$ cat src/rtl/bus_slv_pkg.sv
package bus_slv_pkg;

    typedef enum logic [1:0] {
        S_IDLE    = 2'd0,
        S_WAIT    = 2'd1,
        S_ACK     = 2'd2,
        S_RELEASE = 2'd3
    } slv_state_t;

    // Big-endian lane enables: bit 3 is data[31:24].
    function automatic logic [3:0] lane_mask(input logic [1:0] size, input logic [1:0] lo);
        logic [3:0] m;
        unique case (size)
            2'b01:   m = 4'b1000 >> lo;
            2'b10:   m = lo[1] ? 4'b0011 : 4'b1100;
            default: m = 4'b1111;
        endcase
        return m;
    endfunction

endpackage

$ cat src/rtl/bus_slv_regfile.sv
module bus_slv_regfile #(
    parameter int WORD_AW = 3
) (
    input  logic               clk,
    input  logic               rst_n,
    input  logic               wr_en,
    input  logic [WORD_AW-1:0] idx,
    input  logic [3:0]         be,
    input  logic [31:0]        wdata,
    output logic [31:0]        rword
);
    localparam int NWORDS = 1 << WORD_AW;

    logic [31:0] mem [NWORDS];

    for (genvar w = 0; w < NWORDS; w++) begin : g_word
        for (genvar l = 0; l < 4; l++) begin : g_lane
            always_ff @(posedge clk or negedge rst_n) begin
                if (!rst_n)
                    mem[w][8*l +: 8] <= '0;
                else if (wr_en && be[l] && idx == WORD_AW'(w))
                    mem[w][8*l +: 8] <= wdata[8*l +: 8];
            end
        end
    end

    assign rword = mem[idx];

endmodule

$ cat src/rtl/bus_slv_lanes.sv
module bus_slv_lanes (
    input  logic [31:0] rword,
    input  logic [3:0]  be,
    input  logic        oe,
    output logic [31:0] rdata
);
    always_comb begin
        for (int l = 0; l < 4; l++)
            rdata[8*l +: 8] = (oe && be[l]) ? rword[8*l +: 8] : 8'h00;
    end
endmodule

$ cat src/rtl/bus_slv_fsm.sv
module bus_slv_fsm
    import bus_slv_pkg::*;
#(
    parameter int WORD_AW     = 3,
    parameter int WAIT_CYCLES = 0
) (
    input  logic               clk,
    input  logic               rst_n,
    input  logic               start_n,
    input  logic               rd_not_wr,
    input  logic [1:0]         xfer_size,
    input  logic               is_burst,
    input  logic               more_beats,
    input  logic [WORD_AW+1:0] addr,
    output logic [WORD_AW-1:0] idx,
    output logic [3:0]         be,
    output logic               wr_en,
    output logic               rd_oe,
    output logic               ack_n,
    output logic               ack_oe
);
    localparam int CW = (WAIT_CYCLES > 1) ? $clog2(WAIT_CYCLES) : 1;
    localparam logic [CW-1:0] WAIT_LAST = (WAIT_CYCLES > 0) ? CW'(WAIT_CYCLES - 1) : '0;
    localparam slv_state_t BEAT_ENTRY = (WAIT_CYCLES == 0) ? S_ACK : S_WAIT;

    slv_state_t state_q, state_d;
    logic [CW-1:0]      wcnt_q;
    logic               rd_q, burst_q;
    logic [1:0]         size_q, lo_q;
    logic [WORD_AW-1:0] idx_q;
    logic               continue_burst;

    assign continue_burst = burst_q && more_beats;

    always_comb begin
        state_d = state_q;
        unique case (state_q)
            S_IDLE:    if (!start_n) state_d = BEAT_ENTRY;
            S_WAIT:    if (wcnt_q == WAIT_LAST) state_d = S_ACK;
            S_ACK:     state_d = continue_burst ? BEAT_ENTRY : S_RELEASE;
            S_RELEASE: state_d = S_IDLE;
        endcase
    end

    always_ff @(posedge clk or negedge rst_n) begin
        if (!rst_n) begin
            state_q <= S_IDLE;
            wcnt_q  <= '0;
            rd_q    <= 1'b0;
            burst_q <= 1'b0;
            size_q  <= 2'b00;
            lo_q    <= 2'b00;
            idx_q   <= '0;
        end else begin
            state_q <= state_d;
            if (state_q == S_WAIT) wcnt_q <= wcnt_q + 1'b1;
            else                   wcnt_q <= '0;
            if (state_q == S_IDLE && !start_n) begin
                rd_q    <= rd_not_wr;
                burst_q <= is_burst;
                size_q  <= xfer_size;
                lo_q    <= addr[1:0];
                idx_q   <= addr[WORD_AW+1:2];
            end else if (state_q == S_ACK && continue_burst) begin
                idx_q[1:0] <= idx_q[1:0] + 2'd1;
            end
        end
    end

    always_comb begin
        idx    = idx_q;
        be     = burst_q ? 4'b1111 : lane_mask(size_q, lo_q);
        ack_n  = (state_q != S_ACK);
        ack_oe = (state_q != S_IDLE);
        rd_oe  = (state_q == S_ACK) && rd_q;
        wr_en  = (state_q == S_ACK) && !rd_q;
    end

    p_start_accept_r2: assert property (@(posedge clk) disable iff (!rst_n)
        (state_q == S_IDLE && !start_n) |=> (state_q == BEAT_ENTRY));
    p_busy_ignores_start_r2: assert property (@(posedge clk) disable iff (!rst_n)
        (state_q == S_RELEASE) |=> (state_q == S_IDLE));
    p_rdoe_only_read_ack_r4: assert property (@(posedge clk) disable iff (!rst_n)
        rd_oe |-> (!ack_n && rd_q));
    p_ack_driven_r6: assert property (@(posedge clk) disable iff (!rst_n)
        !ack_n |-> ack_oe);
    p_release_high_r6: assert property (@(posedge clk) disable iff (!rst_n)
        (!ack_n && !continue_burst) |=> (ack_n && ack_oe));
    p_release_drop_r6: assert property (@(posedge clk) disable iff (!rst_n)
        (state_q == S_RELEASE) |=> !ack_oe);
    p_burst_block_r8: assert property (@(posedge clk) disable iff (!rst_n)
        (!ack_n && continue_burst) |=>
            (idx_q[WORD_AW-1:2] == $past(idx_q[WORD_AW-1:2]) &&
             idx_q[1:0] == $past(idx_q[1:0]) + 2'd1));
    p_burst_full_word_r9: assert property (@(posedge clk) disable iff (!rst_n)
        (burst_q && state_q != S_IDLE) |-> (be == 4'b1111));

endmodule

$ cat src/rtl/burst_bus_slave.sv
module burst_bus_slave #(
    parameter int WORD_AW     = 3,
    parameter int WAIT_CYCLES = 0
) (
    input  logic               clk,
    input  logic               rst_n,
    input  logic               start_n,
    input  logic               rd_not_wr,
    input  logic [1:0]         xfer_size,
    input  logic               is_burst,
    input  logic               more_beats,
    input  logic [WORD_AW+1:0] addr,
    input  logic [31:0]        wdata,
    output logic [31:0]        rdata,
    output logic               rd_oe,
    output logic               ack_n,
    output logic               ack_oe
);
    logic [WORD_AW-1:0] idx;
    logic [3:0]         be;
    logic               wr_en;
    logic [31:0]        rword;

    bus_slv_fsm #(.WORD_AW(WORD_AW), .WAIT_CYCLES(WAIT_CYCLES)) u_fsm (
        .clk(clk), .rst_n(rst_n), .start_n(start_n), .rd_not_wr(rd_not_wr),
        .xfer_size(xfer_size), .is_burst(is_burst), .more_beats(more_beats),
        .addr(addr), .idx(idx), .be(be), .wr_en(wr_en), .rd_oe(rd_oe),
        .ack_n(ack_n), .ack_oe(ack_oe)
    );

    bus_slv_regfile #(.WORD_AW(WORD_AW)) u_regs (
        .clk(clk), .rst_n(rst_n), .wr_en(wr_en), .idx(idx), .be(be),
        .wdata(wdata), .rword(rword)
    );

    bus_slv_lanes u_lanes (
        .rword(rword), .be(be), .oe(rd_oe), .rdata(rdata)
    );

    p_write_needs_ack_r3: assert property (@(posedge clk) disable iff (!rst_n)
        wr_en |-> (!ack_n && !rd_oe));

endmodule

$ cat config.mk
export PLATFORM = sky130hd
export DESIGN_NAME = burst_bus_slave
export DESIGN_NICKNAME = d
export VERILOG_FILES = /design/src/rtl/bus_slv_pkg.sv /design/src/rtl/bus_slv_regfile.sv /design/src/rtl/bus_slv_lanes.sv /design/src/rtl/bus_slv_fsm.sv /design/src/rtl/burst_bus_slave.sv
export SDC_FILE = /design/constraint.sdc
export NUM_CORES = 1
export LEC_CHECK = 0
export ABC_AREA = 1
export BUFFER_PORTS_ARGS = -buffer_cell sky130_fd_sc_hd__buf_2
export CORE_MARGIN = 3
export CORE_UTILIZATION = 38
export CTS_CLUSTER_SIZE = 14
export DETAILED_ROUTE_END_ITERATION = 16
export GPL_ROUTABILITY_DRIVEN = 0
export PLACE_DENSITY = 0.64
export SLEW_MARGIN = 40
export SYNTH_ARGS = -nofsm -noshare
export SYNTH_HDL_FRONTEND = slang
export SYNTH_SLANG_ARGS = --single-unit
export TNS_END_PERCENT = 1
$ cat constraint.sdc
create_clock -name clk -period 5.3 [get_ports clk]
set_input_delay 1.06 -clock clk [delete_from_list [all_inputs] [get_ports clk]]
set_output_delay 1.06 -clock clk [all_outputs]
set_load 0.03 [all_outputs]
## Word-level counts from Yosys, hierarchy flattened

Cells that the tools add are included.

| cells by class | value |
|---|---|
| reduce and logical (&&, ||, !) cells | 52 |
| magnitude comparators | 1 |
| eq/ne operators | 15 |
| shift operators | 1 |
| bitwise gates (word level) | 1 |
| mux-type cells | 17 |
| $add $sub $neg | 2 |

Operator list:

| operator | number |
|---|---|
| $bmux W32 S3 | 1 |
| $mux W32 | 2 |
| $logic_and A1 B1 Y1 | 45 |
| $mux W8 | 4 |
| $eq A3 B3 Y1 const B | 4 |
| $mux W2 | 4 |
| $mux W4 | 2 |
| $pmux W2 S4 | 1 |
| $pmux W4 S2 | 1 |
| $eq A2 B2 Y1 const B | 3 |
| $eq A3 B2 Y1 const B | 2 |
| $ne A2 B2 Y1 const B | 3 |
| $eq A2 B1 Y1 const B | 2 |
| $ge A4 B4 Y1 const B | 1 |
| $not A3 Y4 | 1 |
| $reduce_bool A2 Y1 | 2 |
| $shr A4 B2 Y4 const A | 1 |
| $eq A3 B1 Y1 const B | 1 |
| $logic_not A3 Y1 | 1 |
| $add A2 B1 Y2 const B | 1 |
| $logic_not A1 Y1 | 2 |
| $logic_not A2 Y1 | 1 |
| $mux W1 | 2 |
| $reduce_and A2 Y1 | 1 |
| $add A1 B1 Y1 const B | 1 |

| storage, ports and cells | value |
|---|---|
| logic and storage cells | 129 |
| bits in registers | 268 |
| output and inout port bits | 35 |
| input port bits | 45 |

## Longest topological paths before layout

| logic depth | value |
|---|---|
| word-level depth | 5 |
| gate-level depth with buffers | 10 |
| gate-level depth less buffers | 9 |

## Modules after synthesis

From an unflattened synthesis, not the netlist that was laid out.

| unflattened totals | value |
|---|---|
| cells, all modules | 1,821 |
| area, all modules | 13,020.0 µm² |

By module, submodules not included:

| module | seq. area each (µm²) | instances | area an instance (µm²) | cells an instance |
|---|---|---|---|---|
| bus_slv_regfile | 6,406.1 | 1 | 12,087.8 | 1,673 |
| bus_slv_fsm | 300.3 | 1 | 676.9 | 80 |
| bus_slv_lanes | 0.0 | 1 | 255.2 | 68 |

## Worst setup path before layout

Ideal clock, no wire load.

| timing path | value |
|---|---|
| path kind | register to output |
| start | register u_fsm.size_q[1] |
| end | output port rdata[0] |
| arrival | 1.682 ns |
| buffers on the path | 0 |
| path slack | 2.558 ns |
| cell stages (with the launch flop) | 9 |
| required time | 4.240 ns |
| cells stage by stage | dfrtp_1 > inv_1 > ha_1 > nand2_1 > nor2_1 > nor2_1 > nor2_1 > nand2_1 > nor2_1 |

| between the ends | value |
|---|---|
| longest elaborated chain between the ends | 5 |
| elaborated cells on any way between the ends | 6 |
| those cells by class | eq/ne (2); mux (3); reduce/logical (1) |

RTL lines:

| item | line | text |
|---|---|---|
| from (decl) | bus_slv_fsm.sv:29 | `logic [1:0] size_q, lo_q;` |
| from (signal assigned) | bus_slv_fsm.sv:61 | `size_q <= xfer_size;` |
| $eq A2 B2 Y1 or $eq A2 B1 Y1 (tied branches) | bus_slv_pkg.sv:13 | `unique case (size)` |
| $pmux W4 S2 (*) | bus_slv_pkg.sv:13 |  |
| $mux W4 (*) | bus_slv_fsm.sv:72 | `be = burst_q ? 4'b1111 : lane_mask(size_q, lo_q);` |
| $logic_and A1 B1 Y1 (*) | bus_slv_lanes.sv:9 | `rdata[8*l +: 8] = (oe && be[l]) ? rword[8*l +: 8] : 8'h00;` |
| $mux W8 (*) | bus_slv_lanes.sv:9 |  |
| to (decl) | burst_bus_slave.sv:14 | `output logic [31:0] rdata,` |

Every way passes the cells marked *; elsewhere a longest branch is shown, timed or not.

## Final worst setup path

| timing path | value |
|---|---|
| start | register u_fsm.idx_q[0], in the netlist u_fsm.idx[0] |
| end | output port rdata[29] |

| between the ends | value |
|---|---|
| longest elaborated chain between the ends | 5 |

RTL lines:

| item | line | text |
|---|---|---|
| from (decl) | bus_slv_fsm.sv:30 | `logic [WORD_AW-1:0] idx_q;` |
| from (signal assigned) | bus_slv_fsm.sv:63 | `idx_q <= addr[WORD_AW+1:2];` |
| from (signal assigned) | bus_slv_fsm.sv:65 | `idx_q[1:0] <= idx_q[1:0] + 2'd1;` |
| $not A3 Y4 (implied by the code) | bus_slv_regfile.sv:27 | `assign rword = mem[idx];` |
| $bmux W32 S3 | bus_slv_regfile.sv:27 |  |
| $mux W32 (implied by the code) (2 in a row) | bus_slv_regfile.sv:27 |  |
| $mux W8 | bus_slv_lanes.sv:9 |  |

Every way passes these cells. The select of a mux whose other input is x is not followed.

==> run_summary.xml <==
<?xml version="1.0" encoding="UTF-8"?>
<metrics>
  <group name="worst_setup_path">
    <metric name="r2r-end" unit="">u_regs.mem[3]</metric>
    <metric name="worst-endpoint-required" unit="ns">4.24</metric>
    <metric name="ff2ff_path_depth" unit="">8</metric>
    <metric name="worst_setup_path_start_kind" unit="">flip-flop</metric>
    <metric name="crit_buf_inv" unit="">2</metric>
    <metric name="worstSetupPathType" unit="">flip-flop to output pin</metric>
    <metric name="critical-path-max-stage-delay" unit="ns">0.93</metric>
    <metric name="critical_path.max_fanout" unit="">70</metric>
    <metric name="cp_top_family" unit="">buffers and inverters</metric>
    <metric name="minimum_setup_slack_among_reg_to_reg_paths" unit="ns">1.72</metric>
    <metric name="critical_path.most_common_cell" unit="">nand2_1</metric>
    <metric name="slowest_stage" unit="">dfrtp_4</metric>
    <metric name="timing.critical_path.cells" unit="">buf_4, nand2_1, nand3_1, nand2_1, nand2_1, nand2_1, nor2_1, buf_2</metric>
    <metric name="end_kind" unit="">output pin</metric>
    <metric name="critPathArrivalTime" unit="ns">3.19</metric>
    <metric name="worst_r2r_startpoint" unit="">u_fsm.idx[0]</metric>
  </group>
  <group name="sta">
    <metric name="finalClockSkew" unit="ns">0.0176</metric>
    <metric name="grt_setup_unrepaired" unit="">no</metric>
    <metric name="slew_limit_headroom" unit="">0.458</metric>
    <metric name="layout_min_cycle_time" unit="ns">4.25</metric>
    <metric name="setup_total_negative_slack" unit="ns">0</metric>
    <metric name="fmaxAchievable" unit="GHz">0.235</metric>
    <metric name="finalSetupViolations" unit="">0</metric>
    <metric name="report.final.hold_viol_count" unit="">0</metric>
    <metric name="hold-worst-slack" unit="ns">0.399</metric>
    <metric name="max_slew.worst_pin.slew" unit="ns">0.812</metric>
    <metric name="timing.final.crit_share" unit="">0.801</metric>
    <metric name="final_max_slew_viol_count" unit="">0</metric>
  </group>
  <group name="logic_synthesis">
    <metric name="yosysWarningCount" unit="">0</metric>
    <metric name="yosysUniqueCellTypes" unit="">22</metric>
    <metric name="synth_top_cell_by_area" unit="">dfrtp_1</metric>
    <metric name="netlist_area" unit="sq um">14200</metric>
    <metric name="postSynthCellCount" unit="">1947</metric>
    <metric name="synth_area_leaders" unit="">dfrtp_1 (47%), nand2_1 (20%), nand4_1 (11%), nor2_1 (4.6%), nand3_1 (4.1%)</metric>
    <metric name="seq_total_area_yosys" unit="">0.471</metric>
    <metric name="synth_async_sr_flop_share" unit="">1.00</metric>
    <metric name="synth-seq-cells" unit="">268</metric>
    <metric name="synth_flop_cell" unit="">dfrtp_1</metric>
    <metric name="synthDominantCellAreaShare" unit="">0.471</metric>
    <metric name="mappedNetlistNets" unit="">1998</metric>
    <metric name="synth_enable_flop_cells" unit="">0</metric>
    <metric name="post_synth.cell_area_avg" unit="sq um">7.31</metric>
  </group>
  <group name="floorplanning">
    <metric name="die_x" unit="microns">200</metric>
    <metric name="floorplan.initialDensity" unit="">0.387</metric>
    <metric name="die-area" unit="sq um">39800</metric>
    <metric name="core_region_area" unit="sq um">36800</metric>
    <metric name="die_h" unit="microns">200</metric>
    <metric name="io_pins" unit="">80</metric>
    <metric name="rows" unit="">70</metric>
  </group>
  <group name="placement">
    <metric name="placement.io_buffers" unit="">79</metric>
    <metric name="placed_cells_incl_taps" unit="">2363</metric>
    <metric name="dpl.hpwl" unit="microns">27700</metric>
  </group>
  <group name="final_layout">
    <metric name="finalNonFillerCells" unit="">2416</metric>
    <metric name="final_common_cell" unit="">nand2_1</metric>
    <metric name="fillCellCount" unit="">3716</metric>
    <metric name="drive_above_1_share" unit="">0.0919</metric>
    <metric name="layout_common_cells" unit="">nand2_1 (752), dfrtp_1 (265), nand4_1 (256), nor2_1 (172), nand3_1 (118)</metric>
    <metric name="insertedDiodeCount" unit="">0</metric>
    <metric name="areaGrowthSynthToFinish" unit="%">10.9</metric>
    <metric name="nNetsFinal" unit="">1979</metric>
  </group>
  <group name="clock_tree">
    <metric name="worstSkewPairLatency" unit="ns">0.56</metric>
    <metric name="postCtsResizedCells" unit="">0</metric>
    <metric name="cts_made_buffers" unit="">30</metric>
    <metric name="clock_tree_from_tritoncts" unit="">built</metric>
    <metric name="root_buffer" unit="">clkbuf_16</metric>
    <metric name="clock_sinks" unit="">268</metric>
    <metric name="htree_levels" unit="">1</metric>
    <metric name="max-clock-path-buffers" unit="">3</metric>
    <metric name="clk_transition_reported_paths" unit="ns">0.06</metric>
    <metric name="cts_hold_repair.buffers" unit="">0</metric>
    <metric name="post-cts-setup-buffers" unit="">0</metric>
  </group>
  <group name="detailed_routing">
    <metric name="ant_nets" unit="">0</metric>
    <metric name="route.detailed.vias_per_inst" unit="">5.53</metric>
    <metric name="m1WireLength" unit="microns">20300</metric>
    <metric name="met3_wl_post_dr" unit="microns">2780</metric>
    <metric name="postRouteWirelength" unit="microns">45500</metric>
    <metric name="final_routed_drc_violation_total" unit="">0</metric>
    <metric name="drtPass1Iterations" unit="">5</metric>
    <metric name="total_vias_in_the_final_route" unit="">13400</metric>
    <metric name="initial_drc_count" unit="">1242</metric>
    <metric name="met2WireLength" unit="microns">21500</metric>
    <metric name="detail_route.wl_per_cell" unit="microns">18.8</metric>
    <metric name="top_layer" unit="">met4</metric>
  </group>
  <group name="global_routing">
    <metric name="grtUsageTotal" unit="">0.226</metric>
    <metric name="grt_pass1_wl" unit="microns">72400</metric>
    <metric name="grt_max_degree" unit="">145</metric>
    <metric name="globalRoute.totalOverflow" unit="">0</metric>
    <metric name="grt_antenna_before_repair" unit="">0</metric>
    <metric name="via_count_of_the_first_global_routing_pass" unit="">12900</metric>
  </group>
  <group name="outcome">
    <metric name="status" unit="">finished clean</metric>
  </group>
  <group name="flow_run">
    <metric name="cap_violations" unit="">0</metric>
  </group>
  <group name="min_path">
    <metric name="hold_path.class" unit="">primary input to asynchronous set/reset pin</metric>
  </group>
  <group name="power">
    <metric name="worst_ir_drop_vdd" unit="V">0.000434</metric>
    <metric name="leakage" unit="nW">8.11</metric>
    <metric name="powerDensity" unit="nW/um^2">714</metric>
  </group>
</metrics>
==> layer usage <==
metal,vias to the layer above,global-route usage
met5,-,0
met2,426,0.371
met4,0,0.0514
li1,6343,-
met3,62,0.0283
met1,6521,0.321
==> area by class of cell <==
class	instances	area (sq um)	share of cell area
clock inverters	5	55.1	0.00349
multi-input cells	1413	6420	0.406
repair buffers	114	717	0.0454
well taps	468	586	0.0371
inverters	101	385	0.0244
clock buffers	47	916	0.0580
flip-flops and latches	268	6710	0.425
==> worst max-delay path by stage <==
stage	from	slack, ns	to	depth (start not counted)
after floorplan	u_fsm.size_q[1]	2.56	rdata[0]	8
after global placement	u_fsm.idx[0]	1.59	rdata[23]	8
after detailed placement	u_fsm.idx[0]	1.68	rdata[8]	6
after CTS	u_fsm.idx[0]	1.08	rdata[8]	6
after global routing	u_fsm.idx[0]	0.90	rdata[24]	6
final	u_fsm.idx[0]	1.05	rdata[29]	8
==> synthesized netlist by cell type, types with 6 or more instances <==
cell type and instances:
nand2_1 752, dfrtp_1 268, nand4_1 256, nor2_1 173
nand3_1 118, inv_1 92, buf_2 77, o21ai_0 64
clkbuf_1 52, o21bai_1 28, clkbuf_2 24, buf_4 8
ha_1 6
==> logic make-up after synthesis <==
kind of cell | share of synthesized area
and+or+nand+nor | 0.403
DFF | 0.471
buffers and inverters | 0.0811
AOI/OAI and AO/OA | 0.0396
adders and majority gates | 0.00527
==> registers in the layout, summed over array words and instances (netlist names) <==
| register | count |
|---|---|
| u_fsm.burst_q | 1 |
| u_fsm.rd_q | 1 |
| u_fsm.size_q | 2 |
| u_fsm.state_q | 2 |
| u_regs.mem | 256 |
| u_fsm.lo_q | 2 |
| u_fsm.idx | 3 |
| u_fsm.wcnt_q | 1 |
==> report_power, final <==
part	total, mW	switching [mW]	internal, mW	leakage [nW]
clock network	2.07	0.850	1.22	0.471
registers	3.81	0.704	3.10	3.13
logic	5.40	3.91	1.49	4.51
total	11.3	5.47	5.81	8.11
==> metrics by stage <==
| stage | power (mW) | utilization | cell area [sq um] | worst slack, ns |
|---|---|---|---|---|
| 2_1_floorplan | 7.64 | - | 14200 | 2.56 |
| 3_3_place_gp | 9.03 | 0.401 | 14800 | 1.59 |
| 3_5_place_dp | 9.17 | 0.402 | 14800 | 1.68 |
| 4_1_cts | 11.3 | 0.428 | 15700 | 1.08 |
| 5_1_grt | 12.2 | 0.429 | 15800 | 0.904 |
| 6_report | 11.3 | 0.429 | 15800 | 1.05 |
Note: power is estimated with default switching activity, not from simulation.
